File: config.mk
export PLATFORM = sky130hd
export DESIGN_NAME = sdrs_read_seq
export DESIGN_NICKNAME = d
export VERILOG_FILES = /design/src/rtl/sdrs_pkg.sv /design/src/rtl/sdrs_age_ctr.sv /design/src/rtl/sdrs_capture.sv /design/src/rtl/sdrs_read_seq.sv
export SDC_FILE = /design/constraint.sdc
export NUM_CORES = 1
export LEC_CHECK = 0
export ABC_AREA = 1
export CORE_ASPECT_RATIO = 0.8
export CORE_UTILIZATION = 59
export DETAILED_ROUTE_END_ITERATION = 8
export DONT_BUFFER_PORTS = 1
export PLACE_DENSITY = 0.72
export SLEW_MARGIN = 40
export SYNTH_ARGS = -nofsm -noshare
export SYNTH_HDL_FRONTEND = slang
export SYNTH_SLANG_ARGS = --single-unit
File: constraint.sdc
create_clock -name clk -period 3.5 [get_ports clk]
set_input_delay 0.7 -clock clk [delete_from_list [all_inputs] [get_ports clk]]
set_output_delay 0.7 -clock clk [all_outputs]
set_load 0.03 [all_outputs]
File: src/rtl/sdrs_pkg.sv
// Shared types and helpers for the SDRAM read sequencer.
// Assumes command codes are fixed by the command/address bus of the DRAM side.
package sdrs_pkg;

    typedef enum logic [1:0] {
        CMD_NOP = 2'd0,
        CMD_ACT = 2'd1,
        CMD_RD  = 2'd2,
        CMD_PRE = 2'd3
    } sdrs_cmd_e;

    typedef enum logic [1:0] {
        ST_IDLE  = 2'd0,
        ST_OPEN  = 2'd1,
        ST_BURST = 2'd2,
        ST_RECOV = 2'd3
    } sdrs_state_e;

    // Nanoseconds to whole cycles, rounded up, never below one cycle.
    function automatic int cyc_ceil(input int ns, input int period_ns);
        int c;
        c = (ns + period_ns - 1) / period_ns;
        return (c < 1) ? 1 : c;
    endfunction

endpackage

File: src/rtl/sdrs_age_ctr.sv
// Saturating cycle counter: cleared to zero together with the command it times,
// so it reads zero in the cycle that command is on the bus.
// Assumes reset means "long ago", so it resets to the saturated value.
module sdrs_age_ctr #(
    parameter int W = 8
) (
    input  logic         clk,
    input  logic         rst_n,
    input  logic         clr,
    output logic [W-1:0] age
);
    localparam logic [W-1:0] AGE_MAX = '1;

    // Count cycles since the last clear, holding at the top value.
    always_ff @(posedge clk) begin
        if (!rst_n)
            age <= AGE_MAX;
        else if (clr)
            age <= '0;
        else if (age != AGE_MAX)
            age <= age + 1'b1;
    end
endmodule

File: src/rtl/sdrs_capture.sv
// Read data capture: delays the READ marker by the CAS latency, then samples
// BL consecutive words from the DRAM and presents them registered with a strobe.
// Assumes CL >= 2 and that a new READ never starts before the previous burst ends.
module sdrs_capture #(
    parameter int DATA_W = 16,
    parameter int CL     = 2,
    parameter int BL     = 4
) (
    input  logic              clk,
    input  logic              rst_n,
    input  logic              rd_issued,
    input  logic [DATA_W-1:0] dram_data,
    output logic [DATA_W-1:0] rd_data,
    output logic              rd_valid
);
    localparam int BW = $clog2(BL + 1);
    localparam logic [BW-1:0] BEATS_REST = BW'(BL - 1);

    logic [CL-1:0] pend;
    logic [BW-1:0] beats_left;
    logic          first_beat;

    assign first_beat = pend[CL-1];

    // Shift the READ marker so its top bit marks the first data cycle.
    always_ff @(posedge clk) begin
        if (!rst_n)
            pend <= '0;
        else
            pend <= {pend[CL-2:0], rd_issued};
    end

    // Sample the data bus during the burst window and raise the strobe.
    always_ff @(posedge clk) begin
        if (!rst_n) begin
            rd_valid   <= 1'b0;
            rd_data    <= '0;
            beats_left <= '0;
        end else if (first_beat || beats_left != '0) begin
            rd_valid   <= 1'b1;
            rd_data    <= dram_data;
            beats_left <= first_beat ? BEATS_REST : beats_left - 1'b1;
        end else begin
            rd_valid   <= 1'b0;
        end
    end

    // a burst window never opens while the previous one is still running.
    a_r4_no_overlap: assert property (@(posedge clk) disable iff (!rst_n)
        first_beat |-> (beats_left == '0));

    // the strobe drops only after the full burst has been delivered.
    a_r4_full_burst: assert property (@(posedge clk) disable iff (!rst_n)
        (rd_valid && beats_left != '0) |=> rd_valid);
endmodule

File: src/rtl/sdrs_read_seq.sv
// Single-bank read sequencer for a synchronous DRAM.
// Accepts one request at a time and issues ACTIVE, READ, then PRECHARGE (or
// leaves the close to the device's auto precharge). Every minimum interval is
// derived from nanosecond parameters and the clock period, rounded up.
// Assumes: CAS_LAT is 2 or 3, burst length is fixed at BURST_LEN, ROW_W >= COL_W,
// and the device is in idle, precharged state after reset.
module sdrs_read_seq #(
    parameter int BANK_W       = 2,
    parameter int ROW_W        = 13,
    parameter int COL_W        = 10,
    parameter int DATA_W       = 16,
    parameter int CLK_NS       = 10,
    parameter int T_RCD_NS     = 19,
    parameter int T_RAS_NS     = 45,
    parameter int T_RAS_MAX_NS = 100000,
    parameter int T_RP_NS      = 19,
    parameter int T_RC_NS      = 67,
    parameter int CAS_LAT      = 2,
    parameter int BURST_LEN    = 4
) (
    input  logic              clk,
    input  logic              rst_n,
    input  logic              req_valid,
    output logic              req_ready,
    input  logic [BANK_W-1:0] req_bank,
    input  logic [ROW_W-1:0]  req_row,
    input  logic [COL_W-1:0]  req_col,
    input  logic              req_autopre,
    output logic [1:0]        sd_cmd,
    output logic [BANK_W-1:0] sd_ba,
    output logic [ROW_W-1:0]  sd_addr,
    output logic              sd_ap,
    input  logic [DATA_W-1:0] sd_rdata,
    output logic [DATA_W-1:0] rd_data,
    output logic              rd_valid
);
    import sdrs_pkg::*;

    // interval lengths in cycles, rounded up.
    localparam int RCD_C    = cyc_ceil(T_RCD_NS, CLK_NS);
    localparam int RAS_C    = cyc_ceil(T_RAS_NS, CLK_NS);
    localparam int RASMAX_C = cyc_ceil(T_RAS_MAX_NS, CLK_NS);
    localparam int RP_C     = cyc_ceil(T_RP_NS, CLK_NS);
    localparam int RC_C     = cyc_ceil(T_RC_NS, CLK_NS);
    localparam int MAX_C    = (RASMAX_C > RC_C) ? RASMAX_C : RC_C;
    localparam int AGE_W    = $clog2(MAX_C + 3);

    localparam logic [AGE_W:0] RCD_L    = (AGE_W+1)'(RCD_C);
    localparam logic [AGE_W:0] RAS_L    = (AGE_W+1)'(RAS_C);
    localparam logic [AGE_W:0] RASMAX_L = (AGE_W+1)'(RASMAX_C);
    localparam logic [AGE_W:0] RP_L     = (AGE_W+1)'(RP_C);
    localparam logic [AGE_W:0] RC_L     = (AGE_W+1)'(RC_C);
    localparam logic [AGE_W:0] BL_L     = (AGE_W+1)'(BURST_LEN);
    localparam logic [AGE_W:0] ONE_L    = (AGE_W+1)'(1);
    localparam logic [AGE_W:0] TWO_L    = (AGE_W+1)'(2);

    sdrs_state_e       state, state_d;
    sdrs_cmd_e         cmd_q, cmd_d;
    logic [BANK_W-1:0] ba_d, bank_q;
    logic [ROW_W-1:0]  addr_d;
    logic              ap_d;
    logic [COL_W-1:0]  col_q;
    logic              autopre_q;
    logic              clr_act, clr_rd, clr_pre;
    logic [AGE_W-1:0]  act_age, rd_age, pre_age;
    logic [AGE_W:0]    act_n1, act_n2, rd_n1, pre_n2;
    logic              row_open;

    // Cycles since the last ACTIVE, READ and precharge start.
    sdrs_age_ctr #(.W(AGE_W)) u_act_age (
        .clk(clk), .rst_n(rst_n), .clr(clr_act), .age(act_age));
    sdrs_age_ctr #(.W(AGE_W)) u_rd_age (
        .clk(clk), .rst_n(rst_n), .clr(clr_rd), .age(rd_age));
    sdrs_age_ctr #(.W(AGE_W)) u_pre_age (
        .clk(clk), .rst_n(rst_n), .clr(clr_pre), .age(pre_age));

    // Ages as they will be in the next cycle (and the one after).
    assign act_n1 = {1'b0, act_age} + ONE_L;
    assign act_n2 = {1'b0, act_age} + TWO_L;
    assign rd_n1  = {1'b0, rd_age}  + ONE_L;
    assign pre_n2 = {1'b0, pre_age} + TWO_L;

    assign req_ready = (state == ST_IDLE);
    assign row_open  = (state == ST_OPEN) || (state == ST_BURST);
    assign sd_cmd    = cmd_q;

    // Pick the command for the next cycle and the next state.
    always_comb begin
        state_d = state;
        cmd_d   = CMD_NOP;
        ba_d    = bank_q;
        addr_d  = '0;
        ap_d    = 1'b0;
        clr_act = 1'b0;
        clr_rd  = 1'b0;
        clr_pre = 1'b0;
        case (state)
            ST_IDLE: begin
                if (req_valid) begin
                    cmd_d   = CMD_ACT;
                    ba_d    = req_bank;
                    addr_d  = req_row;
                    clr_act = 1'b1;
                    state_d = ST_OPEN;
                end
            end
            ST_OPEN: begin
                if (act_n1 >= RCD_L) begin
                    cmd_d   = CMD_RD;
                    addr_d  = ROW_W'(col_q);
                    ap_d    = autopre_q;
                    clr_rd  = 1'b1;
                    state_d = ST_BURST;
                end
            end
            ST_BURST: begin
                if (rd_n1 >= BL_L && act_n1 >= RAS_L) begin
                    cmd_d   = autopre_q ? CMD_NOP : CMD_PRE;
                    clr_pre = 1'b1;
                    state_d = ST_RECOV;
                end
            end
            ST_RECOV: begin
                if (act_n2 >= RC_L && pre_n2 >= RP_L)
                    state_d = ST_IDLE;
            end
            default: state_d = ST_IDLE;
        endcase
    end

    // Register the state and the command/address bus.
    always_ff @(posedge clk) begin
        if (!rst_n) begin
            state   <= ST_IDLE;
            cmd_q   <= CMD_NOP;
            sd_ba   <= '0;
            sd_addr <= '0;
            sd_ap   <= 1'b0;
        end else begin
            state   <= state_d;
            cmd_q   <= cmd_d;
            sd_ba   <= ba_d;
            sd_addr <= addr_d;
            sd_ap   <= ap_d;
        end
    end

    // Hold the request fields needed after ACTIVE.
    always_ff @(posedge clk) begin
        if (!rst_n) begin
            bank_q    <= '0;
            col_q     <= '0;
            autopre_q <= 1'b0;
        end else if (req_valid && req_ready) begin
            bank_q    <= req_bank;
            col_q     <= req_col;
            autopre_q <= req_autopre;
        end
    end

    sdrs_capture #(
        .DATA_W(DATA_W),
        .CL    (CAS_LAT),
        .BL    (BURST_LEN)
    ) u_capture (
        .clk      (clk),
        .rst_n    (rst_n),
        .rd_issued(cmd_q == CMD_RD),
        .dram_data(sd_rdata),
        .rd_data  (rd_data),
        .rd_valid (rd_valid)
    );

    // an accepted request puts ACTIVE on the bus in the next cycle.
    a_r2_act_next: assert property (@(posedge clk) disable iff (!rst_n)
        (req_valid && req_ready) |=> (sd_cmd == CMD_ACT));

    // READ never comes before the row-to-column minimum.
    a_r3_rcd_met: assert property (@(posedge clk) disable iff (!rst_n)
        (sd_cmd == CMD_RD) |-> ({1'b0, act_age} >= RCD_L));

    // PRECHARGE waits for both the row-active minimum and the burst.
    a_r5_ras_met: assert property (@(posedge clk) disable iff (!rst_n)
        (sd_cmd == CMD_PRE) |-> ({1'b0, act_age} >= RAS_L && {1'b0, rd_age} >= BL_L));

    // a new ACTIVE respects the row-cycle and precharge periods.
    a_r6_rc_met: assert property (@(posedge clk) disable iff (!rst_n)
        (sd_cmd == CMD_ACT) |-> ({1'b0, $past(act_age)} + ONE_L >= RC_L));
    a_r6_rp_met: assert property (@(posedge clk) disable iff (!rst_n)
        (sd_cmd == CMD_ACT) |-> ({1'b0, $past(pre_age)} + ONE_L >= RP_L));

    // while waiting for a request only NOP is driven.
    a_r7_ready_nop: assert property (@(posedge clk) disable iff (!rst_n)
        req_ready |-> (sd_cmd == CMD_NOP));

    // an open row is closed before the row-active maximum.
    a_r9_open_limit: assert property (@(posedge clk) disable iff (!rst_n)
        row_open |-> ({1'b0, act_age} < RASMAX_L));
endmodule

==> reports/qor.yml <==
run_status:
  status: "finished, final reports clean"
global_routing:
  grt_pass1_wl_um: 18900
  antenna_found_initial: 0
  grt_pass1_vias: 4299
  grt.total_usage: 0.256
  overflow: 0
  grt_max_degree: 67
worst_setup_path:
  cpPeakStageDelay_ns: 0.48
  crit_path_end_kind: "register"
  critPathTopFamily: "simple AND/OR/NAND/NOR gates"
  critPathLaunchType: "register"
  path_max_fanout: 16
  slowest_stage: "dfxtp_1"
  critPathBufInv: 1
  crit_path_frequent_cell: "nand2_1"
  arrival_ns: 2.91
  path_cells: "ha_1, nand2_1, nor2_4, nand2_1, nand2_1, nand2_1, inv_1, nand3_1, nor2_1, nand2_1, nor2_2, nand2_2, nand2_4, nand2_1, o211ai_1"
  worstSetupPathType: "register to register"
  critPathRequiredTime_ns: 3.79
cts:
  cts.sinks: 97
  cts_tree: "built"
  clkTransAtPathRegs_ns: 0.10
  numCtsBuffers: 9
  clock_latency_ns: 0.37
  clk_path_buf_depth: 2
  clock-root-buffer: "clkbuf_8"
  cts.repair.resized: 0
  post_cts_buffers: 0
  hold_buffers: 0
  cts.htree.levels: 3
synthesis:
  avgSynthCellArea_um2: 6.75
  ys_ff_latch: 97
  synth.most_common_cell: "nand2_1"
  synthTopCellsByCount: "228 x nand2_1, 97 x dfxtp_1, 96 x nor2_1"
  yosys-top-cells-area: "dfxtp_1 38%, nand2_1 17%, nor2_1 7.0%, nand3_1 6.9%, inv_1 4.8%"
  synth_edf_count: 0
  synth_top_area_cell: "dfxtp_1"
  synth_warnings: 0
  syn_nets: 823
  syn_inst: 760
  synthDistinctLibCells: 33
  ys_async_sr_fraction: 0
  synth_top_area_frac: 0.378
  ys.flop_type: "dfxtp_1"
  syn_area_um2: 5130
  synth.yosys.seq_area_share: 0.378
sta:
  tightest_slew_ns: 0.793
  report.final.slew_viol_count: 0
  maxSlewHeadroom: 0.470
  hold_viol_final: 0
  clock.fmax_ghz: 0.382
  fin_tns_setup_ns: 0
  clock_skew_ns: 0.00898
  rsz0062_at_grt: "false"
  worst_slack_ns: 0.882
  setup_viol: 0
  hold-worst-slack_ns: 0.433
  min_period_over_period: 0.748
  fin_crit_ns: 2.62
floorplanning:
  fp.dieH_um: 85.4
  ios: 81
  die_w_um: 106
  die-area_um2: 9080
  core_area_um2: 8450
  fp-row-count: 30
  start_util: 0.608
routing:
  wl_per_cell_um: 13.2
  wirelength_um: 11400
  ant_nets: 0
  vias_per_cell: 5.42
  drt_iter0_drc: 293
  dr_total_vias: 4692
  drc_errors: 0
  detailedRoute.firstPassIterationCount: 4
final_layout:
  fin_nets: 811
  multi_input_area_um2: 2820
  area_growth_pct: 5.07
  drive_gt1_frac: 0.0531
  utilization: 0.639
  regArea_um2: 1940
  fillCellCount: 795
  layout.cells.non_filler: 865
  stdcell_area_um2: 5390
  diodes: 0
power_and_ir_drop:
  power_mw: 5.40
  powerDensity_nw_per_um2: 1000
  leakagePower_nw: 2.61
  ir_drop_mv: 0.454
min_path:
  hp-class: "register to register"
place:
  dp_hpwl_um: 8340
  placed_cell_area_um2: 5170
  dp_cells: 849
  dp_slack_ns: 0.930
  portBuffers: 0
  gp_congestion: 0.965
flow_run:
  drv_cap: 0
[layout make-up]
| cell class | count | share of cell area |
|---|---|---|
| Clock buffer | 9 | 0.0230 |
| Clock inverter | 7 | 0.0179 |
| Inverter | 67 | 0.0466 |
| Multi-Input combinational cell | 570 | 0.522 |
| Sequential cell | 97 | 0.360 |
| Tap cell | 112 | 0.0260 |
| Timing Repair Buffer | 3 | 0.00418 |
[power by group]
group,switching (mW),internal (mW)
clock network,0.430,0.352
registers,0.565,1.49
logic,1.70,0.867
[state kept, by name, summed over array words and instances, names as in the netlist, 2 cells and up]
name and flops:
u_act_age.age 14, state 2, bank_q 2, u_capture.rd_data 16
u_pre_age.age 14, u_capture.beats_left 3, u_capture.pend 2, sd_cmd 2
sd_ba 2, col_q 10, sd_addr 13, u_rd_age.age 14
[kinds of logic after synthesis]
family                   after synthesis  share of synthesized area
AO/OA/AOI/OAI                         89                     0.0968
XOR/XNOR                              21                     0.0358
adder cells (fa/ha/maj)               18                     0.0439
buffers and inverters                 93                     0.0741
flip-flops                            97                      0.378
AND/OR/NAND/NOR                      442                      0.371
[cells in the final DEF, fill, tap and decap left out, types with 5 or more instances in the layout]
cell type,Yosys,routed
nand2_2,5,5
o21ai_0,33,33
nor2_1,96,96
o211ai_1,16,16
ha_1,18,18
xor2_1,17,17
inv_1,66,66
nand3_1,71,71
dfxtp_1,97,97
nand2_1,228,228
a21oi_1,33,33
nor3_1,8,8
nand4_1,13,13
clkbuf_8,0,9
[routing by layer]
metal  global-route usage  part of all wire  vias up  routed length (µm)
met5                    0                 0        -                   0
met4               0.0821             0.018        0                 207
met3               0.0568             0.073       19                 835
met2                0.438              0.45      154                5210
met1                0.322              0.45     2105                5200
li1                     -                 -     2414                   -
[final timing paths]
| check | start | to | slack [ns] | depth (start not counted) |
|---|---|---|---|---|
| worst max-delay path | u_act_age.age[2] | u_rd_age.age[9] | 0.88 | 15 |
| worst min register to register | u_capture.pend[0] | u_capture.pend[1] | 0.43 | 2 |
| worst max register to register | u_act_age.age[2] | u_rd_age.age[9] | 0.88 | 15 |
| worst min-delay path | u_capture.pend[0] | u_capture.pend[1] | 0.43 | 2 |
[tightest hold or removal path, stage by stage (launching register included)]
cell	delay [ns]
dfxtp_1	0.31
nand2_1	0.06
inv_1	0.03
Power figures use the tool's default switching activity.
